File: src/rtl/qop_pkg.sv
package qop_pkg;

  typedef enum logic [2:0] {
    OP_RSV0      = 3'd0,
    OP_WRITE     = 3'd1,
    OP_ERASE     = 3'd2,
    OP_ERASE_ALL = 3'd3,
    OP_SET_LOCK  = 3'd4,
    OP_CLR_LOCKS = 3'd5,
    OP_CLR_STAT  = 3'd6,
    OP_RSV7      = 3'd7
  } op_e;

  // a block modification is refused when locked and protection is enforced
  function automatic logic refused(input logic locked, input logic wp_n);
    return locked & ~wp_n;
  endfunction

  function automatic logic hits_array(input op_e op);
    return (op == OP_WRITE) || (op == OP_ERASE);
  endfunction

  function automatic logic undefined_op(input op_e op);
    return (op == OP_RSV0) || (op == OP_RSV7);
  endfunction

  function automatic logic [7:0] pack_status(input logic rdy, input logic susp,
                                             input logic err, input logic lv);
    return {rdy, susp, err, lv, 4'b0000};
  endfunction

endpackage

File: src/rtl/qop_timer.sv
module qop_timer #(
  parameter int CW = 16
) (
  input  logic          clk,
  input  logic          rst_n,
  input  logic          clr,
  input  logic          load,
  input  logic [CW-1:0] len,
  input  logic          hold,
  output logic          active,
  output logic          last
);
  localparam logic [CW-1:0] ONE = {{(CW-1){1'b0}}, 1'b1};

  logic [CW-1:0] cnt;

  always_ff @(posedge clk or negedge rst_n) begin
    if (!rst_n)                     cnt <= '0;
    else if (clr)                   cnt <= '0;
    else if (load)                  cnt <= (len == '0) ? ONE : len;
    else if (cnt != '0 && !hold)    cnt <= cnt - ONE;
  end

  assign active = (cnt != '0);
  assign last   = (cnt == ONE) && !hold;
endmodule

File: src/rtl/qop_lockbank.sv
module qop_lockbank #(
  parameter int NBLK = 32,
  parameter int BW   = 5
) (
  input  logic            clk,
  input  logic            rst_n,
  input  logic            set_en,
  input  logic [BW-1:0]   set_idx,
  input  logic            clr_all,
  output logic [NBLK-1:0] locks
);
  for (genvar g = 0; g < NBLK; g++) begin : g_bit
    always_ff @(posedge clk or negedge rst_n) begin
      if (!rst_n)                               locks[g] <= 1'b0;
      else if (clr_all)                         locks[g] <= 1'b0;
      else if (set_en && set_idx == BW'(g))     locks[g] <= 1'b1;
    end
  end
endmodule

File: src/rtl/qop_ctrl.sv
module qop_ctrl
  import qop_pkg::*;
#(
  parameter int NBLK = 32,
  parameter int AW   = 15,
  parameter int DW   = 16,
  parameter int CW   = 16,
  localparam int BW  = $clog2(NBLK)
) (
  input  logic          clk,
  input  logic          rst_n,
  input  logic          req_valid,
  output logic          req_ready,
  input  logic [2:0]    req_op,
  input  logic [BW-1:0] req_blk,
  input  logic [AW-1:0] req_addr,
  input  logic [DW-1:0] req_data,
  input  logic          wp_n,
  input  logic          rp_n,
  input  logic          susp_req,
  input  logic [CW-1:0] wr_cycles,
  input  logic [CW-1:0] er_cycles,
  output logic          ry_by_n,
  output logic [7:0]    status,
  output logic          lock_viol,
  output logic          busy,
  output logic          arr_we,
  output logic [BW-1:0] arr_blk,
  output logic [AW-1:0] arr_addr,
  output logic [DW-1:0] arr_data,
  output logic          erase_stb,
  output logic [BW-1:0] erase_blk
);
  localparam logic [BW-1:0] LAST_BLK = BW'(NBLK - 1);

  // pending slot
  logic          pend_v;
  op_e           p_op;
  logic [BW-1:0] p_blk;
  logic [AW-1:0] p_addr;
  logic [DW-1:0] p_data;

  // engine state
  logic          wr_act, wr_last;
  logic          er_act, er_all, er_tmr_act, er_last;
  logic [BW-1:0] er_blk;
  logic          err_q, lv_q;
  logic [NBLK-1:0] locks;

  // named internal events
  logic accept_ev, can_go, dispatch, refuse_ev, go_ok;
  logic start_wr, start_er, start_ea, set_lk, clr_lk, clr_st, bad_op;
  logic er_susp, er_sel, er_skip, er_load, er_end_blk, er_done_all;

  assign req_ready = !pend_v && rp_n;
  assign accept_ev = req_valid && req_ready;

  always_comb begin
    unique case (p_op)
      OP_WRITE:                  can_go = !wr_act && !(er_act && (er_all || er_blk == p_blk));
      OP_ERASE, OP_ERASE_ALL,
      OP_SET_LOCK, OP_CLR_LOCKS: can_go = !wr_act && !er_act;
      default:                   can_go = 1'b1;
    endcase
  end

  assign dispatch  = pend_v && can_go && rp_n;
  assign refuse_ev = dispatch && hits_array(p_op) && refused(locks[p_blk], wp_n);
  assign go_ok     = dispatch && !refuse_ev;
  assign start_wr  = go_ok && (p_op == OP_WRITE);
  assign start_er  = go_ok && (p_op == OP_ERASE);
  assign start_ea  = go_ok && (p_op == OP_ERASE_ALL);
  assign set_lk    = go_ok && (p_op == OP_SET_LOCK);
  assign clr_lk    = go_ok && (p_op == OP_CLR_LOCKS);
  assign clr_st    = go_ok && (p_op == OP_CLR_STAT);
  assign bad_op    = dispatch && undefined_op(p_op);

  always_ff @(posedge clk or negedge rst_n) begin
    if (!rst_n) begin
      pend_v <= 1'b0;
      p_op   <= OP_RSV0;
      p_blk  <= '0;
      p_addr <= '0;
      p_data <= '0;
    end else if (!rp_n) begin
      pend_v <= 1'b0;
    end else if (accept_ev) begin
      pend_v <= 1'b1;
      p_op   <= op_e'(req_op);
      p_blk  <= req_blk;
      p_addr <= req_addr;
      p_data <= req_data;
    end else if (dispatch) begin
      pend_v <= 1'b0;
    end
  end

  qop_lockbank #(.NBLK(NBLK), .BW(BW)) u_locks (
    .clk(clk), .rst_n(rst_n), .set_en(set_lk), .set_idx(p_blk),
    .clr_all(clr_lk), .locks(locks)
  );

  // write engine
  qop_timer #(.CW(CW)) u_wr_tmr (
    .clk(clk), .rst_n(rst_n), .clr(!rp_n), .load(start_wr), .len(wr_cycles),
    .hold(1'b0), .active(wr_act), .last(wr_last)
  );

  always_ff @(posedge clk or negedge rst_n) begin
    if (!rst_n) begin
      arr_blk  <= '0;
      arr_addr <= '0;
      arr_data <= '0;
    end else if (start_wr) begin
      arr_blk  <= p_blk;
      arr_addr <= p_addr;
      arr_data <= p_data;
    end
  end

  // erase engine: one select cycle per block, then the countdown
  assign er_susp     = er_act && susp_req;
  assign er_sel      = er_act && !er_tmr_act && !susp_req;
  assign er_skip     = er_sel && refused(locks[er_blk], wp_n);
  assign er_load     = er_sel && !er_skip;
  assign er_end_blk  = er_skip || er_last;
  assign er_done_all = er_end_blk && (!er_all || er_blk == LAST_BLK);

  qop_timer #(.CW(CW)) u_er_tmr (
    .clk(clk), .rst_n(rst_n), .clr(!rp_n), .load(er_load), .len(er_cycles),
    .hold(susp_req), .active(er_tmr_act), .last(er_last)
  );

  always_ff @(posedge clk or negedge rst_n) begin
    if (!rst_n) begin
      er_act <= 1'b0;
      er_all <= 1'b0;
      er_blk <= '0;
    end else if (!rp_n) begin
      er_act <= 1'b0;
      er_all <= 1'b0;
    end else if (start_er || start_ea) begin
      er_act <= 1'b1;
      er_all <= start_ea;
      er_blk <= start_ea ? '0 : p_blk;
    end else if (er_done_all) begin
      er_act <= 1'b0;
    end else if (er_end_blk) begin
      er_blk <= er_blk + 1'b1;
    end
  end

  // sticky flags
  always_ff @(posedge clk or negedge rst_n) begin
    if (!rst_n) begin
      err_q <= 1'b0;
      lv_q  <= 1'b0;
    end else if (!rp_n || clr_st) begin
      err_q <= 1'b0;
      lv_q  <= 1'b0;
    end else begin
      if (refuse_ev || bad_op) err_q <= 1'b1;
      if (refuse_ev)           lv_q  <= 1'b1;
    end
  end

  assign busy      = wr_act || (er_act && !susp_req) || pend_v;
  assign ry_by_n   = !busy || !rp_n;
  assign status    = pack_status(ry_by_n, er_susp, err_q, lv_q);
  assign lock_viol = lv_q;
  assign arr_we    = wr_last;
  assign erase_stb = er_last;
  assign erase_blk = er_blk;
endmodule

File: config.mk
export PLATFORM = sky130hd
export DESIGN_NAME = qop_ctrl
export DESIGN_NICKNAME = d
export VERILOG_FILES = /design/src/rtl/qop_pkg.sv /design/src/rtl/qop_timer.sv /design/src/rtl/qop_lockbank.sv /design/src/rtl/qop_ctrl.sv
export SDC_FILE = /design/constraint.sdc
export NUM_CORES = 1
export LEC_CHECK = 0
export ABC_AREA = 1
export BUFFER_PORTS_ARGS = -buffer_cell sky130_fd_sc_hd__buf_2
export CORE_UTILIZATION = 35
export CTS_BUF_LIST = sky130_fd_sc_hd__clkbuf_8
export CTS_CLUSTER_SIZE = 10
export DETAILED_ROUTE_END_ITERATION = 10
export MAX_ROUTING_LAYER = met4
export SYNTH_ARGS = -nofsm -noshare
export SYNTH_HDL_FRONTEND = slang
export SYNTH_HIERARCHICAL = 1
export SYNTH_SLANG_ARGS = --single-unit
File: constraint.sdc
create_clock -name clk -period 2.45 [get_ports clk]
set_input_delay 0.49 -clock clk [delete_from_list [all_inputs] [get_ports clk]]
set_output_delay 0.49 -clock clk [all_outputs]
set_load 0.02 [all_outputs]
==> results of run 1 <==
[report_power, final]
part	switching, mW	internal (mW)	leakage [nW]
Sequential	0.702	3.33	1.85
Combinational	3.45	2.11	3.48
Clock	1.21	0.801	0.213
Total	5.37	6.25	5.54
[per-stage QoR]
stage	power, mW	worst slack, ps
6_report	11.62	56.23
5_1_grt	12.58	-53.41
4_1_cts	11.40	9.394
3_5_place_dp	9.318	55.36
3_3_place_gp	9.221	64.35
2_1_floorplan	7.826	2.279
[synthesized netlist by cell type]
| cell | count | area [sq um] |
|---|---|---|
| nand3b_1 | 2 | 15.01 |
| ha_1 | 6 | 75.07 |
| buf_6 | 6 | 67.56 |
| buf_4 | 13 | 97.59 |
| buf_2 | 11 | 55.05 |
| o21ai_0 | 23 | 115.1 |
| o31ai_1 | 1 | 7.510 |
| inv_2 | 22 | 82.58 |
| nor3_1 | 1 | 5.000 |
| or2_2 | 6 | 37.54 |
| xnor2_1 | 2 | 17.52 |
| nand2_2 | 8 | 50.05 |
| nor2_8 | 2 | 40.04 |
| mux2_2 | 31 | 349.1 |
| inv_4 | 1 | 6.260 |
| inv_1 | 105 | 394.1 |
| nor4_1 | 3 | 18.77 |
| a21oi_1 | 59 | 295.3 |
| nand3_1 | 120 | 600.6 |
| o22ai_2 | 4 | 50.05 |
| nand4_1 | 8 | 50.05 |
| clkbuf_1 | 16 | 60.06 |
| nor2_4 | 5 | 56.30 |
| o21bai_1 | 14 | 105.1 |
| o22ai_1 | 6 | 37.54 |
| conb_1 | 1 | 3.750 |
| xor2_1 | 1 | 8.760 |
| a211oi_1 | 1 | 7.510 |
| dfrtp_1 | 149 | 3729 |
| a21oi_4 | 1 | 16.27 |
| nand2_1 | 358 | 1344 |
| o21ai_1 | 13 | 65.06 |
| nor2_2 | 12 | 75.07 |
| nor2_1 | 103 | 386.6 |
| nand2_4 | 7 | 78.83 |
| nand3_2 | 2 | 20.02 |
[area by class of cell]
| type | instances | area [sq um] | share of cell area [%] |
|---|---|---|---|
| multi-input combinational | 804 | 4148 | 39.69 |
| clock inverter | 15 | 201.4 | 1.927 |
| clock buffer | 17 | 234.0 | 2.239 |
| inverter | 128 | 498.0 | 4.765 |
| antenna | 5 | 12.51 | 0.1197 |
| timing repair buffer | 182 | 1225 | 11.72 |
| sequential | 149 | 3734 | 35.72 |
| tap | 319 | 399.1 | 3.819 |
[worst paths after layout]
kind,startpoint,to,slack [ps],depth (start not counted)
worst max-delay path,p_blk[0],u_wr_tmr/cnt[13],60,18
worst min-delay path,rst_n,u_wr_tmr/cnt[3],-1,1
worst max register to register,p_blk[0],u_wr_tmr/cnt[13],60,18
worst min register to register,p_addr[4],arr_addr[4],470,2
max in group asynchronous,rst_n,u_locks/locks[8],1810,2
min in group clk,req_addr[0],p_addr[0],250,2
[worst max-delay path, delay by kind of cell, from the launching register on]
family / cells / cell delay, ps
and+or+nand+nor: 11 / 990
AOI/OAI and AO/OA: 1 / 60
DFF: 1 / 520
buffers and inverters: 6 / 700
[state kept, by name (all words and copies together), names as in the netlist]
register and cells:
u_locks/locks 32, arr_data 16, p_data 16, u_er_tmr/cnt 16
u_wr_tmr/cnt 16, arr_addr 15, p_addr 15, arr_blk 5
erase_blk 5, p_blk 5, p_op 3, er_act 1
er_all 1, err_q 1, lock_viol 1, pend_v 1
[timing repair]
item / CTS / global route
setup endpoints to repair: 0 / 105
endpoints found under the hold margin: 0 / 0
resized for setup: 0 / 67
buffers inserted: 0 / 9
[per-layer routing]
| layer | global-route usage, % | vias up |
|---|---|---|
| li1 | - | 3882 |
| met1 | 25.62 | 3603 |
| met2 | 30.16 | 213 |
| met3 | 5.039 | 27 |
| met4 | 5.317 | 0 |
| met5 | - | - |
[cell families after synthesis]
| kind of cell | after synthesis | synth area share, % |
|---|---|---|
| other | 1 | 0.04452 |
| AO/OA/AOI/OAI | 122 | 8.304 |
| buffers and inverters | 174 | 9.061 |
| flip-flops | 149 | 44.27 |
| multiplexers | 31 | 4.144 |
| XOR/XNOR | 3 | 0.3120 |
| AND/OR/NAND/NOR | 637 | 32.98 |
| adder cells (fa/ha/maj) | 6 | 0.8912 |
==> summary.txt, run 1 <==
Setup path
  • Worst-path fanout max: 8
  • Setup crit end kind: flop
  • Worst path slowest cell: dfrtp_2
  • Cell mode on critical path: nand3_2
  • CP Data Arrival Time: 2740 ps
  • Crit path cell chain: inv_2 -> buf_6 -> nand2_2 -> nand2_1 -> nand2_1 -> nand3_2 -> nand3_2 -> nand3_2 -> nand3_4 -> nand2_4 -> inv_2 -> nand2_4 -> inv_4 -> clkinvlp_4 -> buf_12 -> or2_4 -> nand3_2 -> o21bai_1
  • Critical path class: reg -> reg
  • Worst setup SP type: flop
  • Max stage delay on crit path: 520 ps
  • Worst EP required: 2790 ps

Placement
  • Gpl congestion: 0.8786
  • DP HPWL: 16280 microns
  • Area of placed instances: 9658 sq um
  • Dpl cells: 1571
  • IO Port Bufs: 127

Timing
  • Unrepaired setup endpoints after global routing: yes
  • Fin crit share: a little over nine tenths
  • Final Hold Fails: 1
  • Max-slew headroom: about 62%
  • Worst hold slack: -1.346 ps
  • Layout Skew: slightly below 20 ps
  • Setup TNS Final: 0 ps
  • Max frequency: 0.4178 GHz
  • Final setup vio count: 0
  • Least-Margin Pin Slew: 563.9 ps
  • Final Slew Violations: 0
  • Min cycle time layout: 2394 ps

Yosys
  • Synthesis warning total: 6
  • Netlist cell types: 36
  • Synthesized area: 8423 sq um
  • Register bit total from synthesis: 149
  • Post-Syn Instances: 1123
  • Register area share after synthesis: about 44%
  • Post-synthesis average cell area: 7.501 sq um

Cells and area
  • Nets: 1365
  • Fill cells: about 2400
  • Commonest non-fill, non-tap cells in the layout: nand2_1 (348), dfrtp_1 (145), buf_2 (124), nand3_1 (107), nor2_1 (100)
  • Non-filler cells, final: 1619
  • Layout cell share with drive strength beyond 1: 27.95%
  • Most common cell after layout, fill and taps aside: nand2_1
  • Final Core Density: ~44%
  • Area Overhead vs Synth: 24.08%
  • Final Cell Area: 10450 sq um

Clock network
  • CTS Root Cell: clkbuf_8
  • TritonCTS clock tree: done
  • Clock buffer depth: 2
  • Post-CTS Hold Buffers: 0
  • Clk sinks: around 150
  • CTS buffer count: 17
  • H-tree Lvls: 4
  • Insertion delay to the later sink of the worst-skew pair: 460 ps
  • Clock slew seen by the registers of the worst setup and hold paths: 100 ps

Floorplanning
  • Die height: 157.1 microns
  • Die X: roughly 160 microns
  • I/O pin total: approximately 130
  • Placeable Area: 23540 sq um
  • Rows: 56
  • Starting Density: a little over a third
  • Die area: 24690 sq um

Outcome
  • Failing checks: negative hold slack
  • Status: complete, but fails checks

Global route
  • Vias in the first global route: 7346
  • Largest net degree at the start of global routing: 51
  • Grt ovf: 0
  • First-pass GRT wire length: 36740 microns
  • Global Route Usage Sum: 19.64%
  • Initial antenna violation count: 4

Detailed routing
  • Antenna-violating nets left: 0
  • DR vias: between 7000 and 8000
  • Met3 Wirelength: 1468 microns
  • Vias per cell: 4.771
  • Sum of routed wire segments on met1: 10820 microns
  • WL final: 23300 microns
  • Met2 Wirelength: 10690 microns
  • DR top layer: met4
  • Routed length per instance: 14.39 microns
  • Initial DRC Count: 416
  • Drt pass-1 iters: 5
  • Post-route DRC: 0

Power and ir drop
  • Worst VDD drop: approximately 0.46 mV
  • Leak Pwr: around 5.5 nW
  • Pwr Density: between 1000 and 1500 nW/um^2

Job
  • Max_cap viols: 0

Worst hold path
  • Worst Hold Class: in -> async
Note: power is estimated with default switching activity, not from simulation.
==> inputs of run 2 (changes only) <==
ABC_AREA = not set   (was 1)
==> run 2 against run 1 <==
Net effect:
- the run ends with negative setup slack left
- core utilization increased by 6.9 points
- die area decreased by 1.3%
- clock power about the same
- maximum frequency decreased by 19%
- setup slack got worse by 570 ps
- via count decreased by 9.7%
- combinational power increased by 56%
- sequential share of layout area decreased by 4.6 points
- critical path depth decreased by 7
- total power increased by 27%
- design area increased by 15%
- highest routed layer unchanged
==> summary.txt, run 2 <==
Clock network
  • Insertion delay to the later sink of the worst-skew pair: 480 ps (+20 ps)
  • CTS buffer count: 17 (unchanged)
  • H-tree Lvls: 4 (unchanged)
  • Clk sinks: 149 (unchanged)
  • CTS Root Cell: clkbuf_8
  • TritonCTS clock tree: done
  • Clock buffer depth: 2 (unchanged)
  • Clock slew seen by the registers of the worst setup and hold paths: 110 ps (about the same)

Setup path
  • Flop2flop setup slack: -520 ps (-570 ps)
  • Critical path class: reg -> reg
  • Crit path cell chain: or4_4 -> nor3_4 -> nand2_2 -> nor2_1 -> o211ai_1 -> nand2_1 -> nand2b_1 -> or4_4 -> buf_4 -> buf_16 -> mux2_4
  • Setup crit end kind: flop
  • Worst-path fanout max: 18 (+10)
  • Worst EP required: 2810 ps (+20 ps)
  • Cell mode on critical path: or4_4
  • Worst Path Buf+Inv: 2 (-4)
  • Worst setup SP type: flop
  • Delay-heaviest family, CP: simple AND/OR/NAND/NOR gates
  • Max stage delay on crit path: 570 ps (+50 ps)
  • CP Data Arrival Time: 3320 ps (+580 ps)
  • Worst path slowest cell: or4_4

Detailed routing
  • Post-route DRC: 0 (unchanged)
  • WL final: 23850 microns (+2.4%)
  • Routed length per instance: 17.72 microns (+23%)
  • DR vias: 6973 (-9.7%)
  • Initial DRC Count: 420 (+0.96%)
  • Antenna-violating nets left: 0 (unchanged)
  • Drt pass-1 iters: 4 (-1)
  • Vias per cell: 5.181 (+8.6%)

Timing
  • Max frequency: 0.3372 GHz (-19%)
  • Min cycle time layout: 2966 ps (+571.9 ps)
  • Setup TNS Final: -41080 ps (-41080 ps)
  • Worst hold slack: 230.5 ps (+231.9 ps)
  • Final setup vio count: 107 (+107)
  • Unrepaired setup endpoints after global routing: yes
  • Fin crit share: 121.0% (+23 points)
  • Final WS setup: -515.6 ps (-571.9 ps)
  • Final Slew Violations: 0 (unchanged)
  • Max-slew headroom: 61.34% (-1.1 points)
  • Layout Skew: 22.99 ps (+3.739 ps)
  • Final Hold Fails: 0 (-1)
  • Least-Margin Pin Slew: 575.1 ps (+11.19 ps)

Global route
  • Largest net degree at the start of global routing: 58 (+14%)
  • Vias in the first global route: 7191 (-2.1%)
  • First-pass GRT wire length: 37560 microns (+2.2%)
  • Global Route Usage Sum: 20.37% (+0.73 points)
  • Initial antenna violation count: 0 (-4)
  • Grt ovf: 0 (unchanged)

Cells and area
  • Area Overhead vs Synth: 44.50%
  • Commonest non-fill, non-tap cells in the layout: dfrtp_1 (147), buf_4 (132), buf_2 (121), inv_1 (50), mux2_2 (46)
  • Nets: 1097 (-20%)
  • Multi-input gate area: 4752 sq um (+15%)
  • Reg with most FFs: u_locks/locks
  • Layout cell share with drive strength beyond 1: 57.25% (+29 points)
  • N_diodes: 0 (-5)
  • Area occupied by registers: 3731 sq um (about the same)
  • Fill cells: 2074 (-13%)
  • Max reg flops: 32 (unchanged)
  • Final Cell Area: 12010 sq um (+15%)
  • Most common cell after layout, fill and taps aside: dfrtp_1
  • Final Core Density: 51.30% (+6.9 points)

Yosys
  • Post-synthesis average cell area: 11.38 sq um (+52%)
  • Synthesized area: 8309 sq um (-1.4%)
  • Predominant post-synthesis flop cell: dfrtp_1
  • Netlist cell types: 78 (+120%)
  • Post-synth ARST share: 100.0% (unchanged)
  • Register bit total from synthesis: 149 (unchanged)
  • Synthesis warning total: 6 (unchanged)
  • Count leader, synth: dfrtp_1
  • Post-Syn Instances: 730 (-35%)
  • Largest cells by area after synthesis: dfrtp_1 (45%), mux2_2 (6.2%), mux2_4 (5.2%), inv_1 (2.5%), mux2i_1 (2.5%)
  • Area share of the largest cell type after synthesis: 44.87% (+0.61 points)
  • Synth area leader: dfrtp_1
  • EDFF count, synth: 0 (unchanged)
  • Post-synth top cells: dfrtp_1 (149), inv_1 (56), mux2_2 (46), nor2_1 (43), nand2_1 (34)
  • Register area share after synthesis: 44.87% (+0.61 points)

Power and ir drop
  • Leak Pwr: 5.541 nW (about the same)
  • Worst VDD drop: 0.5344 mV (+16%)
  • Pwr Density: 1227 nW/um^2 (+10%)

Placement
  • Post-Place Setup Slack: -699.8 ps (-755.1 ps)
  • DP HPWL: 15770 microns (-3.2%)
  • Area of placed instances: 10250 sq um (+6.1%)
  • Gpl congestion: 0.8821 (+0.40%)
  • IO Port Bufs: 127 (unchanged)

Floorplanning
  • Starting Density: 35.51% (-0.27 points)
  • Die X: 156.1 microns (-0.67%)
  • I/O pin total: 132 (unchanged)
  • Die height: 156.1 microns (-0.67%)
  • Die area: 24360 sq um (-1.3%)
  • Placeable Area: 23400 sq um (-0.60%)
  • Rows: 56 (unchanged)

Outcome
  • Status: complete, but fails checks
  • Failing checks: negative setup slack

Worst hold path
  • Worst Hold Class: in -> reg

Job
  • Max_cap viols: 0 (unchanged)
==> run 2: cell types whose count changed after synthesis, moves of 14 or more <==
| cell | delta |
|---|---|
| a21oi_1 | -46 |
| a311oi_1 | +17 |
| inv_1 | -49 |
| inv_2 | -22 |
| mux2_2 | +15 |
| mux2_4 | +29 |
| mux2i_1 | +21 |
| nand2_1 | -324 |
| nand3_1 | -114 |
| nor2_1 | -60 |
| o21bai_1 | -14 |
| o22ai_1 | +22 |
==> run 2: final timing paths <==
path / startpoint / cells after the start / endpoint
setup / recovery: u_wr_tmr/cnt[10] / 11 / arr_addr[13]
hold / removal: req_data[3] / 2 / p_data[3]
setup reg to reg: u_wr_tmr/cnt[10] / 11 / arr_addr[13]
hold reg to reg: p_data[0] / 1 / arr_data[0]
min in group asynchronous: rst_n / 2 / p_addr[5]
max in group asynchronous: rst_n / 3 / p_addr[7]
==> run 2: cell type report <==
type | instances | area share (%)
repair buffers | 309 | 20.51
multi-input cells | 480 | 39.58
inverters | 57 | 1.970
clock inverters | 15 | 1.594
well taps | 319 | 3.324
clock buffers | 17 | 1.949
flip-flops and latches | 149 | 31.08
==> run 2: logic make-up after synthesis <==
kind of cell             Yosys count  synth area share, %
adder cells (fa/ha/maj)            6               0.9035
multiplexers                     104                16.17
flip-flops                       149                44.87
AO/OA/AOI/OAI                    138                13.51
XOR/XNOR                           6               0.6324
AND/OR/NAND/NOR                  217                16.74
other                              1              0.04513
buffers and inverters            109                7.122
==> run 2: per-stage QoR <==
stage / power (mW) / std cells
after floorplan: 8.585 / 738
after global placement: 10.97 / 1264
after detailed placement: 11.10 / 1264
after CTS: 14.24 / 1333
after global routing: 15.61 / 1346
final: 14.73 / 1346
==> run 2: timing repair <==
| action | 4_1_cts | 5_1_grt |
|---|---|---|
| hold buffers | 1 | 0 |
| setup endpoints to repair | 110 | 111 |
| endpoints found under the hold margin | 52 | 0 |
| cloned | 4 | 4 |
| resized for setup | 137 | 62 |
| setup buffers | 39 | 16 |
| pin swaps | 61 | 51 |
==> run 2: power by group <==
group | internal [mW] | switching [mW] | total (mW)
clock network | 0.805 | 1.23 | 2.03
registers | 3.35 | 0.651 | 4.00
logic | 4.50 | 4.19 | 8.69
total | 8.66 | 6.07 | 14.7
==> run 2: worst register-to-register path, cell delays in order, from the launching register on <==
cell and delay (ps):
dfrtp_1 400, or4_4 570, nor3_4 210, nand2_2 100
nor2_1 110, o211ai_1 110, nand2_1 120, nand2b_1 80
or4_4 480, buf_4 180, buf_16 170, mux2_4 320
==> run 2: metal layers <==
layer,part of all wire [%],global-route usage [%],vias to the layer above
li1,-,-,3283
met1,45,25.30,3505
met2,50,33.78,158
met3,3.4,3.694,27
met4,1.2,5.882,0
met5,0,-,-
==> inputs of run 3 (changes only) <==
CORE_ASPECT_RATIO = 0.5   (was not set)
==> run 3 against run 2 <==
Net effect:
- the flow finishes with violations (design-rule violations, negative setup slack)
- combinational power is 4.1% lower
- clock-buffer cell count is 4 higher
- first-iteration DRC count is 14% lower
- largest cell class unchanged
==> summary.txt, run 3 (synthesis results as in run 2) <==
Outcome
  • Status: complete, but fails checks
  • Failing checks: design-rule violations, negative setup slack

Timing
  • Worst hold slack: 252.3 ps (+21.80 ps)
  • Fin crit share: 120.9% (about the same)
  • Final WS setup: -512.8 ps (+2.804 ps)
  • Max-slew headroom: 56.93% (-4.4 points)
  • Final Slew Violations: 0 (unchanged)
  • Min cycle time layout: 2963 ps (-2.804 ps)
  • Final setup vio count: 111 (+3.7%)
  • Unrepaired setup endpoints after global routing: yes
  • Final Hold Fails: 0 (unchanged)
  • Max frequency: 0.3375 GHz (about the same)
  • Least-Margin Pin Slew: 640.7 ps (+65.59 ps)
  • Layout Skew: 18.74 ps (-4.257 ps)

Floorplanning
  • Starting Density: 36.08% (+0.57 points)
  • Placeable Area: 23030 sq um (-1.6%)
  • Die X: 219.9 microns (+41%)
  • I/O pin total: 132 (unchanged)
  • Die height: 111.0 microns (-29%)
  • Die area: 24400 sq um (+0.15%)
  • Rows: 39 (-30%)

Clock network
  • CTS buffer count: 17 (unchanged)
  • CTS Root Cell: clkbuf_8
  • Clock buffer depth: 2 (unchanged)
  • Clock slew seen by the registers of the worst setup and hold paths: 90 ps (-20 ps)
  • Insertion delay to the later sink of the worst-skew pair: 460 ps (-20 ps)
  • TritonCTS clock tree: done
  • Clk sinks: 149 (unchanged)
  • H-tree Lvls: 4 (unchanged)

Setup path
  • Worst setup SP type: flop
  • Delay-heaviest family, CP: simple AND/OR/NAND/NOR gates
  • CP Data Arrival Time: 3310 ps (about the same)
  • Worst EP required: 2800 ps (about the same)
  • Critical Path Stages: 11 (unchanged)
  • Worst-path fanout max: 14 (-4)
  • Worst path slowest cell: or4_4
  • Crit path cell chain: or4_4 -> nor3_4 -> nand2_2 -> nor2_1 -> o211ai_1 -> nand2_1 -> nand2b_1 -> or4_4 -> buf_4 -> buf_8 -> mux2_4
  • Cell mode on critical path: or4_4
  • Critical path class: reg -> reg
  • Max stage delay on crit path: 580 ps (about the same)
  • R2R depth: 11 (unchanged)
  • Setup crit end kind: flop
  • Worst Path Buf+Inv: 2 (unchanged)

Global route
  • Global Route Usage Sum: 19.79% (-0.57 points)
  • First-pass GRT wire length: 36870 microns (-1.8%)
  • Grt ovf: 0 (unchanged)
  • Initial antenna violation count: 0 (unchanged)
  • Largest net degree at the start of global routing: 51 (-12%)
  • Vias in the first global route: 7197 (+0.083%)

Placement
  • Gpl congestion: 0.8613 (-2.4%)
  • IO Port Bufs: 127 (unchanged)
  • DP HPWL: 15640 microns (-0.79%)
  • Dpl cells: 1263 (-0.079%)
  • Post-Place Setup Slack: -719.0 ps (-19.26 ps)

Cells and area
  • Nets: 1099 (+0.18%)
  • Commonest non-fill, non-tap cells in the layout: dfrtp_1 (147), buf_4 (143), buf_2 (121), inv_1 (50), mux2_2 (46)
  • N_diodes: 0 (unchanged)
  • Fill cells: 1992 (-4.0%)
  • Non-filler cells, final: 1335 (-0.82%)
  • Max reg flops: 32 (unchanged)
  • Area Overhead vs Synth: 41.65%
  • Most common cell after layout, fill and taps aside: dfrtp_1
  • Layout cell share with drive strength beyond 1: 55.64% (-1.6 points)
  • Reg with most FFs: u_locks/locks

Detailed routing
  • Initial DRC Count: 360 (-14%)
  • WL final: 23190 microns (-2.8%)
  • Antenna-violating nets left: 0 (unchanged)
  • Routed length per instance: 17.37 microns (-2.0%)
  • Drt pass-1 iters: 10 (+6)
  • DR vias: 7019 (+0.66%)
  • Post-route DRC: 4 (+4)
  • Vias per cell: 5.258 (+1.5%)

Power and ir drop
  • Worst VDD drop: 0.5574 mV (+4.3%)
  • Tot Pwr: 14.31 mW (-2.8%)
  • Pwr Density: 1216 nW/um^2 (-0.87%)
  • Leak Pwr: 5.462 nW (-1.4%)

Worst hold path
  • Worst Hold Class: in -> reg
  • Hold depth: 2 (unchanged)

Job
  • Max_cap viols: 0 (unchanged)
-- run 3: worst paths after layout --
path	to	slack, ps	from
max	arr_data[5]	-510	u_wr_tmr/cnt[10]
min	p_blk[2]	250	req_blk[2]
max reg2reg	arr_data[5]	-510	u_wr_tmr/cnt[10]
min reg2reg	arr_data[4]	510	p_data[4]
max in group asynchronous	erase_blk[0]	1280	rst_n
min in group asynchronous	p_addr[12]	530	rst_n
-- run 3: report_power, final --
part,internal [mW],total [mW],switching [mW]
Sequential,3.36,3.97,0.619
Clock,1.01,2.01,0.997
Combinational,4.20,8.33,4.12
Total,8.57,14.3,5.74
-- run 3: layout make-up --
| class | count | area (sq um) | share of cell area, % |
|---|---|---|---|
| Sequential cell | 149 | 3731 | 31.70 |
| Tap cell | 307 | 384.1 | 3.264 |
| Timing Repair Buffer | 311 | 2380 | 20.22 |
| Inverter | 57 | 236.5 | 2.009 |
| Clock buffer | 21 | 289.0 | 2.456 |
| Clock inverter | 10 | 118.9 | 1.010 |
| Multi-Input combinational cell | 480 | 4631 | 39.34 |
-- run 3: through the flow --
| stage | area [sq um] | util (%) | setup TNS, ps |
|---|---|---|---|
| after floorplan | 8462 | - | -29330 |
| after global placement | 10250 | 44.51 | -45010 |
| after detailed placement | 10250 | 44.51 | -48670 |
| after CTS | 11270 | 48.94 | -34460 |
| after global routing | 11770 | 51.10 | -56300 |
| final | 11770 | 51.10 | -39840 |
-- run 3: worst reg2reg max path, stage by stage, from the launching register on --
cell,delay [ps]
dfrtp_1,400
or4_4,580
nor3_4,220
nand2_2,90
nor2_1,100
o211ai_1,110
nand2_1,110
nand2b_1,100
or4_4,490
buf_4,170
buf_8,150
mux2_4,320
-- run 3: repair_timing --
| item | CTS | global route |
|---|---|---|
| cloned | 3 | 0 |
| endpoints found under the hold margin | 45 | 0 |
| setup endpoints to repair | 111 | 114 |
| hold buffers | 1 | 0 |
| resized for setup | 100 | 74 |
| pin swaps | 42 | 31 |
| buffers inserted | 17 | 22 |
-- run 3: routing by layer --
metal	global-route usage, %	share of wire [%]	wire [microns]
met3	4.582	4.2	967
met1	24.22	44	10210
met5	-	0	0
met4	5.931	1.7	404
met2	32.47	50	11610
